<file path="config.mk">
export PLATFORM = sky130hd
export DESIGN_NAME = cfgp_port
export DESIGN_NICKNAME = d
export VERILOG_FILES = /design/src/rtl/cfgp_pkg.sv /design/src/rtl/cfgp_regs.sv /design/src/rtl/cfgp_filter.sv /design/src/rtl/cfgp_lane.sv /design/src/rtl/cfgp_port.sv
export SDC_FILE = /design/constraint.sdc
export NUM_CORES = 1
export LEC_CHECK = 0
export BUFFER_PORTS_ARGS = -buffer_cell sky130_fd_sc_hd__buf_2
export CAP_MARGIN = 20
export CORE_MARGIN = 2
export CORE_UTILIZATION = 50
export CTS_BUF_LIST = sky130_fd_sc_hd__clkbuf_4 sky130_fd_sc_hd__clkbuf_8
export CTS_CLUSTER_DIAMETER = 200
export DETAILED_ROUTE_END_ITERATION = 6
export PLACE_DENSITY = 0.83
export SLEW_MARGIN = 5
export SYNTH_ARGS = -nofsm -noshare
export SYNTH_HDL_FRONTEND = slang
export SYNTH_SLANG_ARGS = --single-unit
export TNS_END_PERCENT = 50
</file>
<file path="constraint.sdc">
create_clock -name clk -period 2 [get_ports clk]
set_input_delay 0.3 -clock clk [delete_from_list [all_inputs] [get_ports clk]]
set_output_delay 0.3 -clock clk [all_outputs]
set_load 0.02 [all_outputs]
</file>
<file path="src/rtl/cfgp_pkg.sv">
package cfgp_pkg;
   localparam int DATA_W  = 32;
   localparam int EN_BIT  = 31;
   localparam int BUS_LSB = 16;
   localparam int DEV_LSB = 11;
   localparam int FN_LSB  = 8;
   localparam int REG_LSB = 2;
   localparam int LDEV_LSB = 24;

   typedef enum logic [1:0] {
      ST_OK        = 2'd0,
      ST_NOT_FOUND = 2'd1,
      ST_BAD_SIZE  = 2'd2,
      ST_RSVD      = 2'd3
   } cfgp_status_e;

   typedef enum logic [1:0] {
      SEL_ADDR = 2'd0,
      SEL_DATA = 2'd1,
      SEL_PEER = 2'd2,
      SEL_MODE = 2'd3
   } cfgp_sel_e;

   function automatic logic [DATA_W-1:0] fmask(input int lsb, input int w);
      logic [DATA_W-1:0] m;
      m = '0;
      for (int i = 0; i < w; i++) m[lsb+i] = 1'b1;
      return m;
   endfunction
endpackage

</file>
<file path="src/rtl/cfgp_regs.sv">
module cfgp_regs
   import cfgp_pkg::*;
#(
   parameter int BUS_W = 8,
   parameter int DEV_W = 5,
   parameter int FN_W  = 2,
   parameter int REG_W = 6
) (
   input  logic              clk,
   input  logic              rst_n,
   input  logic              wr_en,
   input  logic [1:0]        sel,
   input  logic [DATA_W-1:0] wdata,
   output logic [DATA_W-1:0] addr_q,
   output logic [DATA_W-1:0] peer_q,
   output logic              card_q,
   output logic [DATA_W-1:0] rd_val
);
   localparam logic [DATA_W-1:0] ADDR_MASK = fmask(EN_BIT, 1) | fmask(BUS_LSB, BUS_W) |
                                             fmask(DEV_LSB, DEV_W) | fmask(FN_LSB, FN_W) |
                                             fmask(REG_LSB, REG_W);
   localparam logic [DATA_W-1:0] PEER_MASK = fmask(BUS_LSB, BUS_W) | fmask(LDEV_LSB, DEV_W);

   if (BUS_LSB + BUS_W > LDEV_LSB) begin : g_bad_bus
      $error("bus field overlaps local device field");
   end
   if (LDEV_LSB + DEV_W > EN_BIT) begin : g_bad_ldev
      $error("local device field overlaps enable bit");
   end
   if (FN_LSB + FN_W > DEV_LSB || DEV_LSB + DEV_W > BUS_LSB || REG_LSB + REG_W > FN_LSB) begin : g_bad_fld
      $error("address fields overlap");
   end

   always_ff @(posedge clk or negedge rst_n) begin
      if (!rst_n) begin
         addr_q <= '0;
         peer_q <= '0;
         card_q <= 1'b0;
      end else if (wr_en) begin
         case (sel)
            SEL_ADDR: addr_q <= wdata & ADDR_MASK;
            SEL_PEER: peer_q <= wdata & PEER_MASK;
            SEL_MODE: card_q <= wdata[0];
            default:  ;
         endcase
      end
   end

   always_comb begin
      case (sel)
         SEL_ADDR: rd_val = addr_q;
         SEL_PEER: rd_val = peer_q;
         SEL_MODE: rd_val = {{(DATA_W-1){1'b0}}, card_q};
         default:  rd_val = '0;
      endcase
   end
endmodule

</file>
<file path="src/rtl/cfgp_filter.sv">
module cfgp_filter
   import cfgp_pkg::*;
#(
   parameter int BUS_W        = 8,
   parameter int DEV_W        = 5,
   parameter int FN_W         = 2,
   parameter int CARD_MAX_DEV = 1
) (
   input  logic [DATA_W-1:0] addr_q,
   input  logic [BUS_W-1:0]  loc_bus,
   input  logic              card_mode,
   output logic              enabled,
   output logic              allowed,
   output logic [DATA_W-1:0] fmt_addr
);
   logic [BUS_W-1:0] bus;
   logic [DEV_W-1:0] dev;
   logic [FN_W-1:0]  fn;
   logic             on_local;
   logic             blk_dev0;
   logic             blk_card;

   assign bus      = addr_q[BUS_LSB +: BUS_W];
   assign dev      = addr_q[DEV_LSB +: DEV_W];
   assign fn       = addr_q[FN_LSB +: FN_W];
   assign enabled  = addr_q[EN_BIT];
   assign on_local = (bus == loc_bus);
   assign blk_dev0 = on_local && (dev == '0) && (fn != '0);

   if (CARD_MAX_DEV >= 0) begin : g_card
      assign blk_card = on_local && card_mode && (int'(dev) > CARD_MAX_DEV);
   end else begin : g_nocard
      assign blk_card = 1'b0;
   end

   assign allowed = !blk_dev0 && !blk_card;

   always_comb begin
      fmt_addr         = addr_q;
      fmt_addr[EN_BIT] = 1'b0;
   end
endmodule

</file>
<file path="src/rtl/cfgp_lane.sv">
module cfgp_lane
   import cfgp_pkg::*;
#(
   parameter int LANES  = DATA_W / 8,
   parameter int OFF_W  = $clog2(LANES),
   parameter int SIZE_W = $clog2(LANES) + 1
) (
   input  logic [OFF_W-1:0]  off,
   input  logic [SIZE_W-1:0] size,
   input  logic [DATA_W-1:0] wdata_in,
   input  logic [DATA_W-1:0] rdata_in,
   output logic              size_ok,
   output logic [LANES-1:0]  be,
   output logic [DATA_W-1:0] wdata_out,
   output logic [DATA_W-1:0] rdata_out
);
   logic [DATA_W-1:0] wsh;
   logic [DATA_W-1:0] rsh;

   if (LANES * 8 != DATA_W) begin : g_bad_w
      $error("data width must be whole bytes");
   end

   assign size_ok = (size != '0) && ((size & (size - 1'b1)) == '0) && (int'(size) <= LANES);
   assign wsh     = wdata_in << (8 * int'(off));
   assign rsh     = rdata_in >> (8 * int'(off));

   for (genvar i = 0; i < LANES; i++) begin : g_lane
      logic in_win;
      logic keep;
      assign in_win = (i >= int'(off)) && (i < int'(off) + int'(size));
      assign keep   = (i < int'(size));
      assign be[i]  = size_ok && in_win;
      assign wdata_out[8*i +: 8] = be[i] ? wsh[8*i +: 8] : 8'h00;
      assign rdata_out[8*i +: 8] = keep ? rsh[8*i +: 8] : 8'h00;
   end
endmodule

</file>
<file path="src/rtl/cfgp_port.sv">
module cfgp_port
   import cfgp_pkg::*;
#(
   parameter int BUS_W        = 8,
   parameter int DEV_W        = 5,
   parameter int FN_W         = 2,
   parameter int REG_W        = 6,
   parameter int CARD_MAX_DEV = 1
) (
   input  logic        clk,
   input  logic        rst_n,
   input  logic        hb_valid,
   input  logic        hb_write,
   input  logic [1:0]  hb_sel,
   input  logic [1:0]  hb_off,
   input  logic [2:0]  hb_size,
   input  logic [31:0] hb_wdata,
   output logic        hb_rsp_valid,
   output logic [1:0]  hb_rsp_status,
   output logic [31:0] hb_rsp_rdata,
   output logic        busy,
   output logic        cfg_req_valid,
   output logic        cfg_req_write,
   output logic [31:0] cfg_req_addr,
   output logic [3:0]  cfg_req_be,
   output logic [31:0] cfg_req_wdata,
   input  logic        cfg_done,
   input  logic [31:0] cfg_rdata
);
   localparam int LANES = DATA_W / 8;

   logic [DATA_W-1:0] addr_q, peer_q, reg_rd, fmt_addr;
   logic [BUS_W-1:0]  loc_bus_w;
   logic              card_mode_w;
   logic              enabled, allowed;
   logic              acc, acc_data, reg_wr;
   logic              wsize_ok, rsize_ok_unused;
   logic [LANES-1:0]  wbe, rbe_unused;
   logic [DATA_W-1:0] wdata_al, rdata_unused, wdata_unused, rdata_ext;
   logic [1:0]        pend_off;
   logic [2:0]        pend_size;
   logic              pend_write;

   assign acc      = hb_valid && !busy;
   assign acc_data = acc && (hb_sel == SEL_DATA);
   assign reg_wr   = acc && hb_write && (hb_sel != SEL_DATA);

   cfgp_regs #(.BUS_W(BUS_W), .DEV_W(DEV_W), .FN_W(FN_W), .REG_W(REG_W)) u_regs (
      .clk(clk), .rst_n(rst_n), .wr_en(reg_wr), .sel(hb_sel), .wdata(hb_wdata),
      .addr_q(addr_q), .peer_q(peer_q), .card_q(card_mode_w), .rd_val(reg_rd)
   );

   assign loc_bus_w = peer_q[BUS_LSB +: BUS_W];

   cfgp_filter #(.BUS_W(BUS_W), .DEV_W(DEV_W), .FN_W(FN_W), .CARD_MAX_DEV(CARD_MAX_DEV)) u_filt (
      .addr_q(addr_q), .loc_bus(loc_bus_w), .card_mode(card_mode_w),
      .enabled(enabled), .allowed(allowed), .fmt_addr(fmt_addr)
   );

   cfgp_lane u_wlane (
      .off(hb_off), .size(hb_size), .wdata_in(hb_wdata), .rdata_in('0),
      .size_ok(wsize_ok), .be(wbe), .wdata_out(wdata_al), .rdata_out(rdata_unused)
   );

   cfgp_lane u_rlane (
      .off(pend_off), .size(pend_size), .wdata_in('0), .rdata_in(cfg_rdata),
      .size_ok(rsize_ok_unused), .be(rbe_unused), .wdata_out(wdata_unused), .rdata_out(rdata_ext)
   );

   always_ff @(posedge clk or negedge rst_n) begin
      if (!rst_n) begin
         busy          <= 1'b0;
         hb_rsp_valid  <= 1'b0;
         hb_rsp_status <= ST_OK;
         hb_rsp_rdata  <= '0;
         cfg_req_valid <= 1'b0;
         cfg_req_write <= 1'b0;
         cfg_req_addr  <= '0;
         cfg_req_be    <= '0;
         cfg_req_wdata <= '0;
         pend_off      <= '0;
         pend_size     <= '0;
         pend_write    <= 1'b0;
      end else begin
         hb_rsp_valid  <= 1'b0;
         cfg_req_valid <= 1'b0;
         if (busy) begin
            if (cfg_done) begin
               busy          <= 1'b0;
               hb_rsp_valid  <= 1'b1;
               hb_rsp_status <= ST_OK;
               hb_rsp_rdata  <= pend_write ? '0 : rdata_ext;
            end
         end else if (acc_data) begin
            if (!wsize_ok) begin
               hb_rsp_valid  <= 1'b1;
               hb_rsp_status <= ST_BAD_SIZE;
               hb_rsp_rdata  <= '1;
            end else if (!enabled || !allowed) begin
               hb_rsp_valid  <= 1'b1;
               hb_rsp_status <= ST_NOT_FOUND;
               hb_rsp_rdata  <= '1;
            end else begin
               busy          <= 1'b1;
               cfg_req_valid <= 1'b1;
               cfg_req_write <= hb_write;
               cfg_req_addr  <= fmt_addr;
               cfg_req_be    <= hb_write ? wbe : '1;
               cfg_req_wdata <= hb_write ? wdata_al : '0;
               pend_off      <= hb_off;
               pend_size     <= hb_size;
               pend_write    <= hb_write;
            end
         end else if (acc) begin
            hb_rsp_valid  <= 1'b1;
            hb_rsp_status <= ST_OK;
            hb_rsp_rdata  <= hb_write ? '0 : reg_rd;
         end
      end
   end
endmodule

</file>
==> results of run 1 <==
worst reg2reg max path, cell delays in order, from the launching register on:
cell	delay, ps
dfrtp_1	410
nor4_2	290
buf_4	190
mux2i_4	290
buf_4	170
o31ai_4	90
buf_4	170
buf_12	140
buf_12	170
o31ai_1	270
placed cells by master, fill, tap and decap left out, types with 17 or more instances in the layout:
cell / n
a221o_1: 28
buf_2: 169
buf_4: 60
clkbuf_8: 17
dfrtp_1: 136
mux2_2: 61
mux2_4: 27
mux2i_1: 37
nand2_1: 108
o21ai_0: 20
synthesized netlist by cell type (2+ instances only):
cell type | count | area (µm²)
or3_1 | 2 | 12.5
inv_1 | 9 | 33.8
a221o_1 | 29 | 290
a211oi_1 | 8 | 60.1
mux2_4 | 23 | 345
nand2_1 | 113 | 424
a2111oi_0 | 8 | 70.1
buf_6 | 2 | 22.5
clkbuf_1 | 18 | 67.6
nor3_1 | 5 | 25.0
o31ai_1 | 24 | 180
mux2_2 | 65 | 732
buf_1 | 5 | 18.8
nor2_1 | 15 | 56.3
nor4b_1 | 2 | 17.5
dfrtp_1 | 136 | 3400
a21oi_1 | 16 | 80.1
buf_2 | 17 | 85.1
nand2b_1 | 2 | 12.5
mux2i_1 | 38 | 380
o21ai_0 | 22 | 110
buf_4 | 12 | 90.1
nor2b_1 | 12 | 75.1
buf_12 | 2 | 40.0
nor4_1 | 2 | 12.5
ha_1 | 2 | 25.0
xnor2_1 | 8 | 70.1
nand4_1 | 3 | 18.8
a21o_1 | 9 | 67.6
metal layers:
metal	GRT usage [%]	share of wire, %	wire, µm
met5	0	0	0
met4	12.7	5.4	1240
met3	6.18	8.8	2020
met2	45.7	48	11000
met1	36.3	38	8600
per-stage QoR:
step | util [%] | TNS, ps | instances | cell area [µm²]
finish | 67.9 | -18720 | 1044 | 9350
global route | 67.9 | -30400 | 1044 | 9350
CTS | 65.0 | -3410 | 1034 | 8950
detailed placement | 61.4 | -16560 | 1000 | 8460
global placement | 61.4 | -14090 | 1000 | 8460
floorplan | - | -2620 | 638 | 7070
state kept, by name, indices dropped and copies added (netlist names), 2 cells and up:
signal	flops
hb_rsp_rdata	32
cfg_req_wdata	32
pend_off	2
u_regs.addr_q	22
u_regs.peer_q	13
hb_rsp_status	2
cfg_req_addr	21
cfg_req_be	4
pend_size	3
repair_timing:
item                                    CTS  global route
hold endpoints to repair                 30             0
hold buffers                              1             0
pin swaps                                 1             2
endpoints found under the setup margin   69           100
cloned                                    0             4
setup buffers                             1             6
resized for setup                        28            50
worst paths after layout:
| kind | from | to | slack [ps] | cells after the start |
|---|---|---|---|---|
| setup reg to reg | u_regs.addr_q[12] | cfg_req_wdata[21] | -290 | 9 |
| min in group asynchronous | rst_n | hb_rsp_rdata[1] | 300 | 2 |
| setup / recovery | u_regs.addr_q[12] | cfg_req_wdata[21] | -290 | 9 |
| hold / removal | cfg_done | busy | 50 | 2 |
| max in group asynchronous | rst_n | cfg_req_wdata[26] | 1090 | 3 |
| hold reg to reg | cfg_req_addr[15] | cfg_req_addr[15] | 480 | 2 |
final cells by class:
cell class              count  area, µm²
multi-input cells         436       3640
fillers                   980       4420
clock buffers              19        249
inverters                   9       33.8
well taps                 180        225
flip-flops and latches    136       3400
clock inverters            13        121
repair buffers            251       1680
power by group through the flow:
stage / Clock (mW) / Sequential, mW / Combinational [mW]
final: 2.17 / 3.74 / 3.14
after global routing: 2.30 / 3.80 / 3.32
after global placement: 0 / 3.73 / 2.84
after CTS: 2.16 / 3.70 / 2.98
after detailed placement: 0 / 3.74 / 2.91
after floorplan: 0 / 4.09 / 1.36
logic make-up (layout without fill, tap and decap cells):
logic type	count (synthesis)	count (layout)	share of synthesized area [%]
AO/OA/AOI/OAI	124	124	13.3
XOR/XNOR	9	9	1.13
adder cells (fa/ha/maj)	3	3	0.643
buffers and inverters	66	292	5.33
flip-flops	136	136	48.6
multiplexers	126	126	20.8
other	1	11	0.0536
AND/OR/NAND/NOR	163	163	10.1
==> results.yml, run 1 <==
clocking:
  root_buffer: "clkbuf_8"
  clk_pin_slew_worst_paths_ps: 80
  cts_buffers: 17
  h-tree-depth: 4
  cts_sinks: 136
  cts_max_path_buffers: 2
  cts_tree: "done"
  clock_latency_ps: 460
global_routing:
  grt_first_pass_wirelength_mm: 31.5
  groute.usage.overall_pct: 28.2
  overflow: 0
  antenna_found_initial: 0
  grt_max_degree: 50
  grt_pass1_vias: 5860
final_layout:
  syn2layout_area_growth_pct: 33.6
  n_antenna_cell: 0
  drive_gt1_share_pct: 48.6
  final_nets: 930
power_and_ir_drop:
  power.switching_mw: 3.33
  total_power_mw: 9.06
  switching_share_pct: 36.8
  ir_drop_mv: 0.579
  clkPwrFrac_pct: 24.0
  p_int_mw: 5.72
  seqPwrFrac_pct: 41.3
  powerDensity_nw_per_um2: 968
  combPwrFrac_pct: 34.7
  p_leak_nw: 4.65
worst_setup_path:
  worst_setup_path_end_kind: "flip-flop"
  slowest_stage: "dfrtp_1"
  cp_max_fo: 20
  crit_required_ps: 2360
  crit_family: "buffers and inverters"
  crit_buf_inv: 5
  start_kind: "flip-flop"
  crit_path_frequent_cell: "buf_4"
  worstSetupPathType: "reg -> reg"
  cp_cell_sequence: "nor4_2 -> buf_4 -> mux2i_4 -> buf_4 -> o31ai_4 -> buf_4 -> buf_12 -> buf_12 -> o31ai_1"
  critPathArrivalTime_ps: 2640
  critPathMaxStageDelay_ps: 410
floorplanning:
  die_x_um: 122
  die_y_um: 122
  initial_core_util_pct: 50.8
  rows: 43
  num_io_pins: 182
  core_um2: 13800
  die_area_um2: 15000
timing:
  relSlewSlack_pct: 31.7
  finalCritPeriodShare_pct: 114
  finalClockSkew_ps: 13.8
  rsz0062_at_grt: "yes"
  worst-slew-pin-transition_ps: 1020
  setup_ws_ps: -288
  fin_crit_ps: 2290
  finalHoldViolations: 0
  fmax_ghz: 0.437
  setup_violations: 99
  whs_ps: 54.1
  finalMaxSlewViolations: 0
detailed_routing:
  wire_per_inst_um: 21.9
  postRouteWirelength_mm: 22.9
  drc: 0
  drt_iter0_drc: 641
  final_antenna_net_count: 0
  drt_pass1_iterations: 6
  vias: 6304
  via_per_inst: 6.04
yosys:
  synth_area_per_cell_um2: 11.1
  ys_ff_latch: 136
  syn_inst: 628
  async_reset_ff_share_pct: 100
  syn_area_um2: 7000
  seq_area_frac_synth_pct: 48.6
  synth_edf_count: 0
  synth_cell_types: 48
  ys.flop_type: "dfrtp_1"
  yosys_warnings: 0
min_path:
  hp-class: "in -> reg"
status:
  outcome: "complete, but fails checks"
  failed_checks: "negative setup slack"
placed_design:
  post-place-ws_ps: -503
  gp_congestion: 0.907
  dp_hpwl_mm: 15.2
  io_buffers: 170
job:
  max-cap-violations: 0
(Power assumes the default switching activity.)
==> run 2: changes to the inputs <==
--- a/config.mk
+++ b/config.mk
@@ -12,6 +12,7 @@
 export CTS_BUF_LIST = sky130_fd_sc_hd__clkbuf_4 sky130_fd_sc_hd__clkbuf_8
 export CTS_CLUSTER_DIAMETER = 200
 export DETAILED_ROUTE_END_ITERATION = 6
+export GPL_TIMING_DRIVEN = 0
 export PLACE_DENSITY = 0.83
 export SLEW_MARGIN = 5
 export SYNTH_ARGS = -nofsm -noshare
==> run 2 against run 1 <==
The flow still finishes with violations (negative setup slack). Flip-flop and latch count did not move. Non-clock buffer count rose by 2. Clock skew is 6.4 ps higher. Register-to-register slack better by 110 ps. Final cell count grew 0.29%. Clock power up 3%. Global-route usage down 0.35 points. Sequential power hardly changed. Die area is the same. Largest cell class unchanged. Highest routed layer unchanged.
==> results.yml, run 2 (same netlist as run 1, synthesis figures left out) <==
worst_setup_path:
  critPathMaxStageDelay_ps: 560
  crit_family: "adder cells"
  critPathArrivalTime_ps: 2530
  crit_buf_inv: 2
  worstSetupPathType: "in -> reg"
  crit_path_frequent_cell: "buf_6"
  cp_cell_sequence: "buf_6 -> ha_4 -> fa_1 -> nand2_1 -> and3_1 -> a221o_1 -> or3_4 -> buf_6 -> o31ai_1"
  start_kind: "input pin"
  crit_required_ps: 2330
  cp_max_fo: 8
  worst_setup_path_end_kind: "flip-flop"
  slowest_stage: "fa_1"
timing:
  finalClockSkew_ps: 20.2
  finalHoldViolations: 0
  relSlewSlack_pct: 31.0
  worst-slew-pin-transition_ps: 1030
  setup_violations: 94
  whs_ps: 41.8
  finalCritPeriodShare_pct: 110
  fmax_ghz: 0.453
  fin_crit_ps: 2210
  setup_ws_ps: -206
  rsz0062_at_grt: "yes"
  finalMaxSlewViolations: 0
power_and_ir_drop:
  p_int_mw: 5.78
  combPwrFrac_pct: 33.3
  powerDensity_nw_per_um2: 977
  switching_share_pct: 35.7
  seqPwrFrac_pct: 41.8
  ir_drop_mv: 0.608
  total_power_mw: 8.98
  clkPwrFrac_pct: 24.8
  power.switching_mw: 3.21
  p_leak_nw: 4.61
final_layout:
  drive_gt1_share_pct: 47.5
  layout_common_cells: "buf_2 (171), dfrtp_1 (128), nand2_1 (98), mux2_2 (61), mux2i_1 (37)"
  reg.largest.list: "cfg_req_wdata (32), hb_rsp_rdata (32), u_regs.addr_q (22)"
  final_area_um2: 9200
  final_nets: 932
  final_cells: 1047
  syn2layout_area_growth_pct: 31.4
  layout_commonest_cell: "buf_2"
global_routing:
  grt_pass1_vias: 5792
  grt_first_pass_wirelength_mm: 31.3
  grt_max_degree: 70
  groute.usage.overall_pct: 27.8
  antenna_found_initial: 1
  overflow: 0
clocking:
  clk_pin_slew_worst_paths_ps: 80
  cts_buffers: 17
  root_buffer: "clkbuf_8"
  clock_latency_ps: 460
  cts_max_path_buffers: 2
  cts_sinks: 136
  cts_tree: "done"
  h-tree-depth: 4
min_path:
  hp-class: "in -> reg"
detailed_routing:
  via_per_inst: 5.85
  wire_per_inst_um: 20.8
  drc: 0
  drt_iter0_drc: 649
  drt_pass1_iterations: 7
  postRouteWirelength_mm: 21.8
  final_antenna_net_count: 0
  vias: 6123
placed_design:
  dpl.cell_count: 986
  place_area_um2: 8170
  io_buffers: 167
  dp_hpwl_mm: 15.2
  gp_congestion: 0.931
  post-place-ws_ps: -543
job:
  max-cap-violations: 0
floorplanning:
  die_y_um: 122
  initial_core_util_pct: 50.8
  die_area_um2: 15000
  core_um2: 13800
  num_io_pins: 182
  rows: 43
  die_x_um: 122
status:
  outcome: "complete, but fails checks"
  failed_checks: "negative setup slack"
-- run 2: cell types whose count changed in the layout (fill, tap and decap cells not counted), moves of 8 or more --
cell,before,now
buf_4,60,32
buf_6,7,18
clkbuf_1,0,16
dfrtp_1,136,128
dfrtp_2,0,8
nand2_1,108,98
nand2_2,5,14
-- run 2: final timing paths --
path,start,to,slack (ps),cells past startpoint
max,hb_size[0],cfg_req_wdata[19],-210,9
min,cfg_done,busy,40,2
max reg2reg,u_regs.peer_q[16],cfg_req_wdata[28],-180,6
min reg2reg,cfg_req_addr[13],cfg_req_addr[13],480,2
max in group asynchronous,rst_n,u_regs.addr_q[22],830,3
min in group asynchronous,rst_n,hb_rsp_rdata[15],390,2
-- run 2: metrics by stage --
step / util, % / setup TNS (ps)
floorplan: - / -2620
global placement: 59.0 / -185660
detailed placement: 59.3 / -29910
CTS: 63.3 / -2300
global route: 66.8 / -15240
finish: 66.8 / -10630
-- run 2: repair_timing --
item,in CTS,in global routing
cloned,0,4
setup buffers,7,17
endpoints found under the hold margin,67,0
gates resized for setup,36,85
setup endpoints to repair,129,125
pin swaps,4,9
hold buffers,1,0
-- run 2: layout make-up --
class / instances / area, µm²
Fill cell: 1054 / 4580
Multi-Input combinational cell: 436 / 3520
Sequential cell: 136 / 3410
Timing Repair Buffer: 196 / 1160
Buffer: 57 / 458
Clock buffer: 24 / 312
Tap cell: 180 / 225
Clock inverter: 8 / 70.1
Inverter: 9 / 33.8
Antenna cell: 1 / 2.50
-- run 2: power groups by stage --
stage	clock network [mW]	logic (mW)	registers [mW]
after floorplan	0	1.36	4.09
after global placement	0	2.58	3.77
after detailed placement	0	2.66	3.78
after CTS	2.22	2.76	3.73
after global routing	2.35	3.18	3.82
final	2.23	2.99	3.76
-- run 2: metal layers --
layer | GRT usage (%) | routed length [µm] | up-vias
li1 | - | - | 2699
met1 | 37.2 | 8690 | 2948
met2 | 44.3 | 10300 | 392
met3 | 6.46 | 1860 | 84
met4 | 10.5 | 918 | 0
met5 | 0 | 0 | -
==> run 3: changes to the inputs <==
--- a/config.mk
+++ b/config.mk
@@ -7,12 +7,12 @@
 export LEC_CHECK = 0
 export BUFFER_PORTS_ARGS = -buffer_cell sky130_fd_sc_hd__buf_2
 export CAP_MARGIN = 20
+export CORE_ASPECT_RATIO = 0.7
 export CORE_MARGIN = 2
 export CORE_UTILIZATION = 50
 export CTS_BUF_LIST = sky130_fd_sc_hd__clkbuf_4 sky130_fd_sc_hd__clkbuf_8
 export CTS_CLUSTER_DIAMETER = 200
 export DETAILED_ROUTE_END_ITERATION = 6
-export GPL_TIMING_DRIVEN = 0
 export PLACE_DENSITY = 0.83
 export SLEW_MARGIN = 5
 export SYNTH_ARGS = -nofsm -noshare
==> run 3 against run 2 <==
The flow still finishes with violations (negative setup slack). Flip-flop and latch count unchanged. Global-route usage increased by 0.51 points. Power increased by 6.7%. Die area increased by 0.10%. Core utilization increased by 2.3 points. Count of clock-buffer cells in the layout decreased by 3. Final area increased by 3.5%. Critical path depth decreased by 2. Combinational power increased by 6%. Sequential share of layout area decreased by 1.4 points. Critical path type is now reg -> reg.
==> results.yml, run 3 (same netlist as run 1, synthesis figures left out) <==
final_layout:
  final_area_um2: 9520
  final_nets: 931
  reg.largest.list: "cfg_req_wdata (32), hb_rsp_rdata (32), u_regs.addr_q (22)"
  drive_gt1_share_pct: 50.2
  multi_input_area_um2: 3650
  syn2layout_area_growth_pct: 36.0
  nFillCells: 941
  layout_common_cells: "buf_2 (167), dfrtp_1 (135), nand2_1 (91), mux2_2 (59), buf_4 (57)"
  postLayoutCoreUtil_pct: 69.1
  layout_commonest_cell: "buf_2"
  seqCellArea_um2: 3400
global_routing:
  grt_first_pass_wirelength_mm: 32.2
  antenna_found_initial: 3
  grt_max_degree: 53
  grt_pass1_vias: 5729
  overflow: 0
  groute.usage.overall_pct: 28.3
min_path:
  min_to: "busy"
  hp-start: "cfg_done"
  min_delay_path_depth: 2
  hp-class: "in -> reg"
clocking:
  h-tree-depth: 4
  cts_tree: "done"
  clock_latency_ps: 450
  root_buffer: "clkbuf_8"
  clk_pin_slew_worst_paths_ps: 80
  cts_max_path_buffers: 2
  cts_buffers: 17
  cts_sinks: 136
power_and_ir_drop:
  powerDensity_nw_per_um2: 1010
  total_power_mw: 9.58
  p_leak_nw: 4.72
  ir_drop_mv: 0.540
floorplanning:
  die_y_um: 103
  core_um2: 13800
  die_area_um2: 15000
  num_io_pins: 182
  rows: 36
  die_x_um: 145
  initial_core_util_pct: 50.8
detailed_routing:
  wire_per_inst_um: 22.6
  vias: 6342
  drt_pass1_iterations: 5
  drc: 0
  drt_iter0_drc: 766
  via_per_inst: 6.00
  final_antenna_net_count: 0
  postRouteWirelength_mm: 23.9
status:
  failed_checks: "negative setup slack"
  outcome: "complete, but fails checks"
timing:
  fmax_ghz: 0.461
  finalSetupTns_ps: -8150
  rsz0062_at_grt: "yes"
  worst-slew-pin-transition_ps: 715
  finalHoldViolations: 0
  finalCritPeriodShare_pct: 108
  fin_crit_ps: 2170
  setup_violations: 84
  setup_ws_ps: -169
  relSlewSlack_pct: 52.2
  finalClockSkew_ps: 11.4
  finalMaxSlewViolations: 0
worst_setup_path:
  critPathArrivalTime_ps: 2500
  r2r_slack_ps: -170
  crit_start: "u_regs.addr_q[23]"
  worstReg2RegStart: "u_regs.addr_q[23]"
  worst_setup_path_end_kind: "flip-flop"
  rr_endpoint: "cfg_req_addr[3]"
  worstSetupPathType: "reg -> reg"
  start_kind: "flip-flop"
  crit_required_ps: 2330
  reg2reg_depth: 7
  cp_max_fo: 6
job:
  max-cap-violations: 0
placed_design:
  io_buffers: 170
  place_area_um2: 8400
  gp_congestion: 0.902
  dp_hpwl_mm: 15.6
==> run 3: area by class of cell <==
class                      count  area share [%]
antenna                        2          0.0526
clock buffer                  21            3.04
clock inverter                11            1.77
inverter                       9           0.434
multi-input combinational    436            38.4
sequential                   136            35.8
tap                          190            2.50
timing repair buffer         252            18.1
==> run 3: how the worst max path moves through the flow <==
stage                        end  slack [ps]  cells past startpoint
2_1_floorplan  cfg_req_wdata[16]        -200                      8
3_3_place_gp   cfg_req_wdata[22]        -410                      8
3_5_place_dp   cfg_req_wdata[22]        -490                      8
4_1_cts          cfg_req_addr[5]         -60                      6
5_1_grt          hb_rsp_rdata[2]        -230                      7
6_report         cfg_req_addr[3]        -170                      7
==> run 3: timing repair <==
action	in CTS	in global routing
setup buffers	0	8
cloned	0	7
pin swaps	1	30
setup endpoints to repair	83	99
resized for setup	9	102
endpoints found under the hold margin	48	0
hold buffers	1	0
==> run 3: metal layers <==
layer	part of all wire, %	track usage, %	vias to the layer above
li1	-	-	2691
met1	42	40.5	3164
met2	45	42.5	415
met3	10	7.92	70
met4	3.3	8.67	2
met5	0.029	0	-
==> run 3: where the power goes <==
part	switching (mW)	total (mW)	internal [mW]
logic	1.76	3.18	1.43
clock network	1.14	2.63	1.49
registers	0.472	3.77	3.30
total	3.37	9.58	6.22
==> run 3: per-stage QoR <==
step / std cells / setup slack [ps] / hold slack, ps
floorplan: 638 / -196 / 4.41
global placement: 1007 / -407 / 271
detailed placement: 1007 / -492 / 279
CTS: 1040 / -56.2 / 71.6
global route: 1055 / -226 / 103
finish: 1057 / -169 / 109
==> run 3: worst max-delay path, cell delays in order (launching register included) <==
cell and delay (ps):
dfrtp_1 410, xnor2_1 200, nand4_1 210, buf_4 210, o31ai_4 370, buf_6 210
buf_12 140, mux2_4 300
